<file path="src/rtl/slot_interchanger.sv">
module slot_interchanger #(
  parameter int SLOTS = 8,
  parameter int DW = 8,
  parameter bit RANDOM_WRITE = 1'b0,
  localparam int SW = (SLOTS > 1) ? $clog2(SLOTS) : 1
) (
  input  logic          clk,
  input  logic          rst_n,
  input  logic          slot_valid,
  input  logic          frame_start,
  input  logic [DW-1:0] slot_data,
  input  logic          tbl_we,
  input  logic [SW-1:0] tbl_addr,
  input  logic [SW-1:0] tbl_entry,
  output logic          out_valid,
  output logic          out_start,
  output logic [DW-1:0] out_data
);
  localparam logic [SW-1:0] LAST = SW'(SLOTS - 1);

  logic [SW-1:0] cnt;
  logic [1:0] fcnt;
  logic bank;
  logic [SLOTS-1:0][SW-1:0] tbl_sh, tbl_act;
  logic [DW-1:0] mem [2][SLOTS];

  wire boundary = slot_valid & frame_start;
  wire [SW-1:0] slot = frame_start ? '0 : cnt;
  wire wbank = boundary ? ~bank : bank;
  wire [SLOTS-1:0][SW-1:0] tbl_now = boundary ? tbl_sh : tbl_act;
  wire [SW-1:0] map = tbl_now[slot];
  wire [SW-1:0] waddr = RANDOM_WRITE ? map : slot;
  wire [SW-1:0] raddr = RANDOM_WRITE ? slot : map;
  wire live = (fcnt == 2'd2) | (boundary & (fcnt != 2'd0));
  wire cfg_ok = tbl_we & (tbl_addr <= LAST) & (tbl_entry <= LAST);

  always_ff @(posedge clk) begin
    if (!rst_n) begin
      cnt <= '0;
      fcnt <= '0;
      bank <= 1'b0;
      out_valid <= 1'b0;
      out_start <= 1'b0;
      for (int i = 0; i < SLOTS; i++) begin
        tbl_sh[i] <= SW'(i);
        tbl_act[i] <= SW'(i);
      end
    end else begin
      out_valid <= slot_valid & live;
      out_start <= boundary & live;
      if (slot_valid) cnt <= (slot == LAST) ? '0 : slot + 1'b1;
      if (boundary) begin
        bank <= wbank;
        tbl_act <= tbl_sh;
        if (fcnt != 2'd2) fcnt <= fcnt + 1'b1;
      end
      if (cfg_ok) tbl_sh[tbl_addr] <= tbl_entry;
    end
  end

  always_ff @(posedge clk) begin
    if (slot_valid) begin
      mem[wbank][waddr] <= slot_data;
      out_data <= mem[~wbank][raddr];
    end
  end
endmodule

</file>
<file path="config.mk">
export PLATFORM = sky130hd
export DESIGN_NAME = slot_interchanger
export DESIGN_NICKNAME = d
export VERILOG_FILES = /design/src/rtl/slot_interchanger.sv
export SDC_FILE = /design/constraint.sdc
export NUM_CORES = 1
export LEC_CHECK = 0
export BUFFER_PORTS_ARGS = -buffer_cell sky130_fd_sc_hd__buf_2
export CAP_MARGIN = 20
export CORE_MARGIN = 1.5
export CORE_UTILIZATION = 32
export DETAILED_ROUTE_END_ITERATION = 12
export GPL_ROUTABILITY_DRIVEN = 0
export GPL_TIMING_DRIVEN = 0
export PLACE_DENSITY = 0.55
export SLEW_MARGIN = 20
export SYNTH_ARGS = -nofsm -noshare
export SYNTH_HDL_FRONTEND = slang
export SYNTH_SLANG_ARGS = --single-unit
</file>
<file path="constraint.sdc">
create_clock -name clk -period 3.1 [get_ports clk]
set_input_delay 0.62 -clock clk [delete_from_list [all_inputs] [get_ports clk]]
set_output_delay 0.62 -clock clk [all_outputs]
set_load 0.01 [all_outputs]
</file>
==> flow_metrics.env, run 1 <==
export IMPL_crit_chain="buf_6 -> mux2_1 -> and3_1 -> a211oi_4 -> buf_6 -> mux4_2 -> a22oi_1 -> nand2_1"
export IMPL_min_path_cells=2
export IMPL_cpMaxStageDelayCell="a211oi_4"
export IMPL_worstPathRequired_ns=3.26
export IMPL_htreeDepth=4
export IMPL_final_common_cell="edfxtp_1"
export IMPL_cts_sinks=192
export IMPL_synthArstFlopShare=0
export IMPL_n_antenna_cell=0
export IMPL_rsz0062_at_grt="no"
export IMPL_yosys_most_used_dff="edfxtp_1"
export IMPL_overflow=0
export IMPL_die_h_um=157
export IMPL_hold_path_class="register to register"
export IMPL_yosysSeqAreaShare=0.685
export IMPL_synth_distinct_cells=39
export IMPL_row_count=56
export IMPL_ys_warn_count=0
export IMPL_wl_per_cell_um=18.1
export IMPL_period_needed_ns=2.67
export IMPL_coreArea_um2=23400
export IMPL_critPathCaptureType="register"
export IMPL_cts_hold_buf=0
export IMPL_cts_reportedPaths_clkPinSlew_ns=0.07
export IMPL_cap_viol_max_count=0
export IMPL_grt_util_met1=0.176
export IMPL_critPathKind="register to register"
export IMPL_cpMostUsedCell="buf_6"
export IMPL_postRouteAntennaNets=0
export IMPL_grt_busiest_layer="met2"
export IMPL_tightest_slew_ns=1.01
export IMPL_synth_compound_area_frac=0.0423
export IMPL_syn_inst=493
export IMPL_cts_buffer_depth=2
export IMPL_critPathTopFamily="compound AO/OA/AOI/OAI gates"
export IMPL_grt_max_degree=19
export IMPL_hpwl_um=11100
export IMPL_viasPerCell=4.69
export IMPL_crit_fanout=10
export IMPL_die_w_um=157
export IMPL_synth_top_family_by_area="multiplexers"
export IMPL_grtUsageMet2=0.228
export IMPL_synth_edf_count=136
export IMPL_critPathLaunchType="register"
export IMPL_drv_slew=0
export IMPL_crit_arrival_ns=2.82
export IMPL_final_hold_violation_count=0
export IMPL_hold_ws_ns=0.464
export IMPL_cts_resized=0
export IMPL_synthSimpleGateAreaFrac=0.0970
export IMPL_num_vias=4089
export IMPL_fin_nets=560
export IMPL_first_iter_violations=276
export IMPL_ff2ff_path_depth=8
export IMPL_drcViolationCount=0
export IMPL_ios=29
export IMPL_mostFrequentLayoutCells="edfxtp_1, nand2_1, dfxtp_1"
export IMPL_setup_violations=0
export IMPL_yosys_top_cells_area="edfxtp_1, dfxtp_1, mux4_2"
export IMPL_insertion_delay_ns=0.44
export IMPL_relSlewSlack=0.327
export IMPL_status="finished, final reports clean"
export IMPL_synthToLayoutAreaGrowth_pct=15.2
export IMPL_max_freq_mhz=375
export IMPL_antenna_found_initial=1
export IMPL_finClkSkew_ns=0.0147
export IMPL_powerDensity_nw_per_um2=614
export IMPL_synth_seq_cells=192
export IMPL_syn_area_per_cell_um2=15.4
export IMPL_yosys_area_top_type_share=0.537
export IMPL_p_leak_nw=3.01
export IMPL_tritoncts="yes"
export IMPL_syn_area_um2=7600
export IMPL_initial_core_util=0.325
export IMPL_cts_buffers=17
export IMPL_cp_num_cells=8
export IMPL_slowest_delay_ns=0.41
export IMPL_synth_xor_area_frac=0.00477
export IMPL_dieArea_um2=24700
export IMPL_met3_usage=0.0328
export IMPL_port_buffers=24
export IMPL_synthAdderAreaFrac=0.00165
export IMPL_post_cts_buffers=0
export IMPL_cp_num_buf_inv=2
export IMPL_fill_cells=2231
export IMPL_period_share=0.860
export IMPL_setup_tns_ns=0
export IMPL_peakVddDrop_mv=0.345
export IMPL_firstDrtPassIters=4
export IMPL_grt_pass1_vias=4254
export IMPL_cts_root_buf="clkbuf_16"
export IMPL_yosys_area_top_type="edfxtp_1"
export IMPL_grt_pass1_wl_um=24500
export IMPL_grtUsageTotal=0.138
export IMPL_synth_mux_area_frac=0.147
export IMPL_syn_nets=513
export IMPL_drt_wl_total_um=15800
export IMPL_drive_gt1_frac=0.210
## path summary, 6_finish.rpt
check,slack [ns],end,start
setup / recovery,0.43,out_data[4],cnt[1]
hold / removal,0.46,tbl_act[18],tbl_act[18]
setup reg to reg,0.43,out_data[4],cnt[1]
hold reg to reg,0.46,tbl_act[18],tbl_act[18]
## final cells by class
class,instances,area [um2],share of cell area
sequential,192,5200,0.594
multi-input combinational,270,2250,0.257
clock buffer,19,475,0.0543
tap,319,399,0.0456
buffer,28,163,0.0186
timing repair buffer,28,145,0.0166
clock inverter,13,111,0.0127
inverter,3,11.3,0.00129
## Yosys cell counts, types with 2 or more instances
| cell | count |
|---|---|
| a21boi_0 | 14 |
| a22oi_1 | 16 |
| and2_1 | 2 |
| and3_1 | 3 |
| buf_2 | 4 |
| buf_4 | 2 |
| buf_6 | 6 |
| clkbuf_1 | 15 |
| dfxtp_1 | 56 |
| edfxtp_1 | 136 |
| inv_1 | 3 |
| mux2_1 | 2 |
| mux2i_1 | 28 |
| mux4_2 | 36 |
| nand2_1 | 81 |
| nand2b_1 | 6 |
| nand3_1 | 15 |
| nand3b_1 | 2 |
| nand4b_1 | 3 |
| nor2_1 | 17 |
| nor2b_1 | 16 |
| nor3_1 | 6 |
| nor3b_1 | 3 |
| nor4_1 | 3 |
| o211ai_1 | 2 |
| o21ai_0 | 3 |
## registers in the layout, indices dropped and copies added, names as in the netlist
register,cells
tbl_act,24
cnt,3
fcnt,2
tbl_sh,24
out_valid,1
mem,128
out_data,8
out_start,1
bank,1
## layer usage
metal / up-vias / wire (um) / share of wire
met4: 2 / 112 / 0.0071
met1: 2057 / 6870 / 0.43
met5: - / 10 / 0.00063
li1: 1952 / - / -
met3: 8 / 743 / 0.047
met2: 70 / 8080 / 0.51
## stage by stage
| step | util | total power [mW] | setup WS [ns] | cell area (um2) | instances |
|---|---|---|---|---|---|
| finish | 0.374 | 5.37 | 0.434 | 8760 | 872 |
| global route | 0.374 | 5.58 | 0.292 | 8760 | 872 |
| CTS | 0.374 | 5.44 | 0.370 | 8760 | 872 |
| detailed placement | 0.349 | 3.31 | -0.0747 | 8170 | 840 |
| global placement | 0.347 | 3.29 | -0.369 | 8120 | 836 |
| floorplan | - | 3.16 | 0.723 | 7600 | 493 |
## cells by family after synthesis
family	after synthesis
AOI/OAI and AO/OA	42
xor gates and xnor gates	2
buffers and inverters	31
adders and majority gates	1
muxes	66
and+or+nand+nor	159
DFF	192
## where the power goes
group / internal, mW / switching [mW]
combinational: 0.183 / 0.238
sequential: 2.80 / 0.0199
clock: 1.15 / 0.982
## worst min-delay path, cell delays in order, from the launching register on
cell	delay, ns
dfxtp_1	0.31
nand2_1	0.05
a21boi_0	0.06
No activity file was read; power rests on OpenSTA's default activity.
==> run 2: changes to the inputs <==
Settings changed: CORE_MARGIN 1.5 to 2, SETUP_SLACK_MARGIN set to 0.5.
==> flow_metrics.env, run 2 (synthesis results as in run 1) <==
export IMPL_status="finished, final reports clean"
export IMPL_endpoint="out_data[1]"
export IMPL_insertion_delay_ns=0.44
export IMPL_cts_sinks=192
export IMPL_finClkSkew_ns=0.0103
export IMPL_final_hold_violation_count=0
export IMPL_cts_reportedPaths_clkPinSlew_ns=0.07
export IMPL_final_cells=877
export IMPL_postRouteAntennaNets=0
export IMPL_viasPerCell=4.77
export IMPL_seqPwrFrac=0.533
export IMPL_fill_cells=2255
export IMPL_fin_nets=565
export IMPL_power_total_mw=5.29
export IMPL_die_h_um=158
export IMPL_die_w_um=158
export IMPL_r2r_slack_ns=0.57
export IMPL_rsz0062_at_grt="no"
export IMPL_clockPowerShare=0.384
export IMPL_crit_path_start="slot_valid"
export IMPL_grt_pass1_vias=4310
export IMPL_hold_ws_ns=0.467
export IMPL_multi_input_area_um2=2280
export IMPL_htreeDepth=4
export IMPL_max_freq_mhz=392
export IMPL_drcViolationCount=0
export IMPL_worstPathRequired_ns=3.28
export IMPL_row_count=56
export IMPL_setup_ws_ns=0.551
export IMPL_firstDrtPassIters=5
export IMPL_p_leak_nw=3.00
export IMPL_synthToLayoutAreaGrowth_pct=15.6
export IMPL_overflow=0
export IMPL_dr_wl_met3_um=652
export IMPL_drt_wl_total_um=16100
export IMPL_mostFrequentLayoutCells="edfxtp_1, nand2_1, dfxtp_1"
export IMPL_tightest_slew_ns=0.849
export IMPL_reg2reg_from="cnt[1]"
export IMPL_wl_per_cell_um=18.4
export IMPL_grtUsageTotal=0.138
export IMPL_top_layer_used="met4"
export IMPL_dr_wl_met2_um=8100
export IMPL_hpwl_um=11100
export IMPL_p_int_mw=4.04
export IMPL_crit_fanout=15
export IMPL_initial_core_util=0.325
export IMPL_combPwrFrac=0.082
export IMPL_powerDensity_nw_per_um2=602
export IMPL_critPathLaunchType="input port"
export IMPL_crit_arrival_ns=2.73
export IMPL_ios=29
export IMPL_n_antenna_cell=0
export IMPL_critPathCaptureType="register"
export IMPL_final_common_cell="edfxtp_1"
export IMPL_antenna_found_initial=0
export IMPL_regMostFlops="mem"
export IMPL_r2r_end="out_data[1]"
export IMPL_place_ws_ns=-0.0233
export IMPL_cap_viol_max_count=0
export IMPL_regArea_um2=5200
export IMPL_period_share=0.822
export IMPL_dieArea_um2=25000
export IMPL_grt_max_degree=18
export IMPL_ff2ff_path_depth=9
export IMPL_critPathKind="input port to register"
export IMPL_met1_length_um=7220
export IMPL_tritoncts="yes"
export IMPL_cts_buffers=17
export IMPL_num_vias=4180
export IMPL_hold_path_class="register to register"
export IMPL_p_switching_mw=1.25
export IMPL_period_needed_ns=2.55
export IMPL_largest_reg_flops=128
export IMPL_setup_violations=0
export IMPL_setup_tns_ns=0
export IMPL_coreArea_um2=23400
export IMPL_port_buffers=24
export IMPL_power_share_switching=0.236
export IMPL_drv_slew=0
export IMPL_drive_gt1_frac=0.231
export IMPL_peakVddDrop_mv=0.366
export IMPL_largestRegisters="mem: 128 flops, tbl_act: 24 flops, tbl_sh: 24 flops"
export IMPL_cts_buffer_depth=2
export IMPL_relSlewSlack=0.432
export IMPL_grt_pass1_wl_um=25100
export IMPL_cts_root_buf="clkbuf_16"
export IMPL_first_iter_violations=339
export IMPL_place_inst=842
-- run 2: power groups by stage --
| stage | registers [mW] | clock network (mW) | logic [mW] |
|---|---|---|---|
| 2_1_floorplan | 2.88 | 0 | 0.281 |
| 4_1_cts | 2.82 | 2.08 | 0.440 |
| 3_3_place_gp | 2.88 | 0 | 0.417 |
| 3_5_place_dp | 2.88 | 0 | 0.432 |
| 6_report | 2.82 | 2.03 | 0.436 |
| 5_1_grt | 2.82 | 2.18 | 0.477 |
-- run 2: metal layers --
layer / global-route usage / vias up
met2: 0.229 / 74
met3: 0.0328 / 16
met5: 0 / -
li1: - / 1962
met4: 0.0425 / 0
met1: 0.181 / 2128
-- run 2: critical path: stages --
cell and delay (ns):
buf_2 0.34, and2_1 0.19, buf_4 0.19, xnor2_4 0.18, buf_6 0.25, mux4_2 0.52, a22oi_1 0.31, nand2_1 0.10
-- run 2: through the flow --
stage	util	instance area, um2
final	0.375	8780
after detailed placement	0.350	8190
after global routing	0.375	8780
after floorplan	-	7600
after CTS	0.374	8750
after global placement	0.347	8120
-- run 2: final cells by class --
| cell class | instances | area share |
|---|---|---|
| Sequential cell | 192 | 0.593 |
| Timing Repair Buffer | 33 | 0.0208 |
| Buffer | 28 | 0.0189 |
| Clock buffer | 19 | 0.0493 |
| Inverter | 3 | 0.00128 |
| Multi-Input combinational cell | 270 | 0.260 |
| Clock inverter | 13 | 0.0121 |
| Tap cell | 319 | 0.0454 |
-- run 2: how the worst min path moves through the flow --
stage / startpoint / end / cells after the start
2_1_floorplan: tbl_act[3] / tbl_act[3] / 2
3_3_place_gp: tbl_act[17] / tbl_act[17] / 2
3_5_place_dp: tbl_act[15] / tbl_act[15] / 2
4_1_cts: tbl_act[8] / tbl_act[8] / 2
5_1_grt: tbl_act[8] / tbl_act[8] / 2
6_report: tbl_act[8] / tbl_act[8] / 2
-- run 2: repair_timing --
| action | 4_1_cts | 5_1_grt |
|---|---|---|
| pin swaps | 2 | 0 |
| resized for setup | 2 | 11 |
| buffers inserted | 3 | 0 |
| hold buffers | 0 | 0 |
| setup endpoints to repair | 12 | 58 |
| hold endpoints to repair | 0 | 0 |
==> run 3: changes to the inputs <==
Settings changed: PLACE_DENSITY 0.55 to 0.56.
Clock period 3.1 ns to 2.19 ns, I/O delays scaled along.
==> flow_metrics.env, run 3 (synthesis results as in run 1) <==
export IMPL_cts_hold_buf=0
export IMPL_r2r_slack_ns=-0.23
export IMPL_finClkSkew_ns=0.00716
export IMPL_grt_pass1_wl_um=25100
export IMPL_grtUsageTotal=0.137
export IMPL_cap_viol_max_count=0
export IMPL_hpwl_um=10600
export IMPL_coreArea_um2=23400
export IMPL_drive_gt1_frac=0.315
export IMPL_grt_max_degree=19
export IMPL_cts_buffers=17
export IMPL_slowest_delay_ns=0.32
export IMPL_mostFrequentLayoutCells="edfxtp_1, nand2_1, dfxtp_1"
export IMPL_relSlewSlack=0.443
export IMPL_fin_nets=585
export IMPL_cpMaxStageDelayCell="dfxtp_2"
export IMPL_final_cells=897
export IMPL_cts_root_buf="clkbuf_16"
export IMPL_powerDensity_nw_per_um2=820
export IMPL_insertion_delay_ns=0.43
export IMPL_power_share_switching=0.238
export IMPL_crit_arrival_ns=2.60
export IMPL_fill_cells=2167
export IMPL_htreeDepth=4
export IMPL_hold_path_end="out_data[6]"
export IMPL_hold_path_class="input port to register"
export IMPL_critPathTopFamily="compound AO/OA/AOI/OAI gates"
export IMPL_crit_chain="buf_6 -> mux2_4 -> o21a_1 -> a211oi_4 -> buf_4 -> buf_12 -> mux4_2 -> a22oi_2 -> nand2_1"
export IMPL_cts_reportedPaths_clkPinSlew_ns=0.07
export IMPL_status="complete, but fails checks"
export IMPL_first_iter_violations=314
export IMPL_clockPowerShare=0.392
export IMPL_p_switching_mw=1.84
export IMPL_grt_util_met1=0.175
export IMPL_cts_sinks=192
export IMPL_drt_wl_total_um=16100
export IMPL_grtUsageMet2=0.227
export IMPL_largest_reg_flops=128
export IMPL_place_inst=836
export IMPL_largestRegisters="mem: 128 flops, tbl_act: 24 flops, tbl_sh: 24 flops"
export IMPL_setup_ws_ns=-0.230
export IMPL_reg2reg_from="cnt[1]"
export IMPL_tritoncts="yes"
export IMPL_crit_fanout=10
export IMPL_combPwrFrac=0.091
export IMPL_grt_busiest_layer="met2"
export IMPL_r2r_end="out_data[2]"
export IMPL_min_path_cells=1
export IMPL_drv_slew=0
export IMPL_firstDrtPassIters=4
export IMPL_final_common_cell="edfxtp_1"
export IMPL_place_ws_ns=-0.689
export IMPL_wl_per_cell_um=17.9
export IMPL_final_hold_violation_count=0
export IMPL_num_vias=4269
export IMPL_met3_usage=0.0337
export IMPL_seqPwrFrac=0.517
export IMPL_worstPathRequired_ns=2.37
export IMPL_grt_pass1_vias=4376
export IMPL_violations="negative setup slack"
export IMPL_die_w_um=158
export IMPL_tightest_slew_ns=0.833
export IMPL_dieArea_um2=25000
export IMPL_peakVddDrop_mv=0.495
export IMPL_critPathLaunchType="register"
export IMPL_cts_buffer_depth=2
export IMPL_drcViolationCount=0
export IMPL_max_freq_mhz=413
export IMPL_regMostFlops="mem"
export IMPL_rsz0062_at_grt="yes"
export IMPL_critPathKind="register to register"
export IMPL_postRouteAntennaNets=0
export IMPL_overflow=0
export IMPL_die_h_um=158
export IMPL_row_count=56
export IMPL_antenna_found_initial=1
export IMPL_critPathCaptureType="register"
export IMPL_period_share=1.10
export IMPL_power_total_mw=7.72
export IMPL_viasPerCell=4.76
export IMPL_p_leak_nw=3.21
export IMPL_n_antenna_cell=0
export IMPL_ios=29
export IMPL_ff2ff_path_depth=9
export IMPL_p_int_mw=5.88
export IMPL_synthToLayoutAreaGrowth_pct=23.9
export IMPL_port_buffers=24
export IMPL_initial_core_util=0.325
export IMPL_cp_num_buf_inv=3
export IMPL_setup_violations=8
export IMPL_period_needed_ns=2.42
export IMPL_hold_start="slot_valid"
==> run 3: repair_timing <==
item | CTS | global route
endpoints found under the setup margin | 136 | 112
pin swaps | 23 | 8
gates cloned | 0 | 0
gates resized for setup | 32 | 12
setup buffers | 24 | 5
==> run 3: layout make-up <==
class / instances / area (um2) / area share
repair buffers: 53 / 510 / 0.0542
clock inverters: 14 / 138 / 0.0146
flip-flops and latches: 192 / 5210 / 0.553
clock buffers: 18 / 439 / 0.0467
inverters: 3 / 11.3 / 0.00120
plain buffers: 28 / 210 / 0.0223
well taps: 319 / 399 / 0.0424
multi-input cells: 270 / 2500 / 0.265
==> run 3: worst max-delay path by stage <==
stage / startpoint / slack, ns / to / cells after the start
final: cnt[1] / -0.23 / out_data[2] / 9
after detailed placement: slot_valid / -0.69 / out_data[6] / 8
after global routing: cnt[1] / -0.34 / out_data[0] / 9
after global placement: slot_valid / -0.67 / out_data[6] / 8
after CTS: cnt[1] / -0.30 / out_data[2] / 9
after floorplan: cnt[1] / 0.004 / out_data[0] / 8
==> run 3: metal layers <==
layer  part of all wire  wire [um]  up-vias
li1                   -          -     2009
met1               0.45       7230     2153
met2               0.50       8040       84
met3              0.033        531       21
met4              0.016        254        2
met5            0.00081         13        -
==> run 3: power groups by stage <==
stage                     logic [mW]  clock network [mW]  registers [mW]
after CTS                      0.700                3.08            3.99
after detailed placement       0.632                   0            4.07
final                          0.702                3.03            3.99
after floorplan                0.422                   0            4.08
after global routing           0.758                3.22            4.00
after global placement         0.616                   0            4.07
==> run 3: metrics by stage <==
step | setup TNS (ns) | util | instance area (um2) | hold WS (ns)
final | -1.69 | 0.402 | 9410 | 0.382
after global routing | -2.48 | 0.402 | 9410 | 0.373
after CTS | -2.27 | 0.397 | 9300 | 0.367
after detailed placement | -31.26 | 0.354 | 8280 | 0.451
after global placement | -31.29 | 0.353 | 8260 | 0.453
after floorplan | 0 | - | 7740 | 0.435
==> run 3: worst reg2reg max path, cell delays in order (launching register included) <==
cell and delay (ns):
dfxtp_2 0.32, buf_6 0.12, mux2_4 0.30, o21a_1 0.20, a211oi_4 0.32, buf_4 0.19
buf_12 0.14, mux4_2 0.31, a22oi_2 0.19, nand2_1 0.09
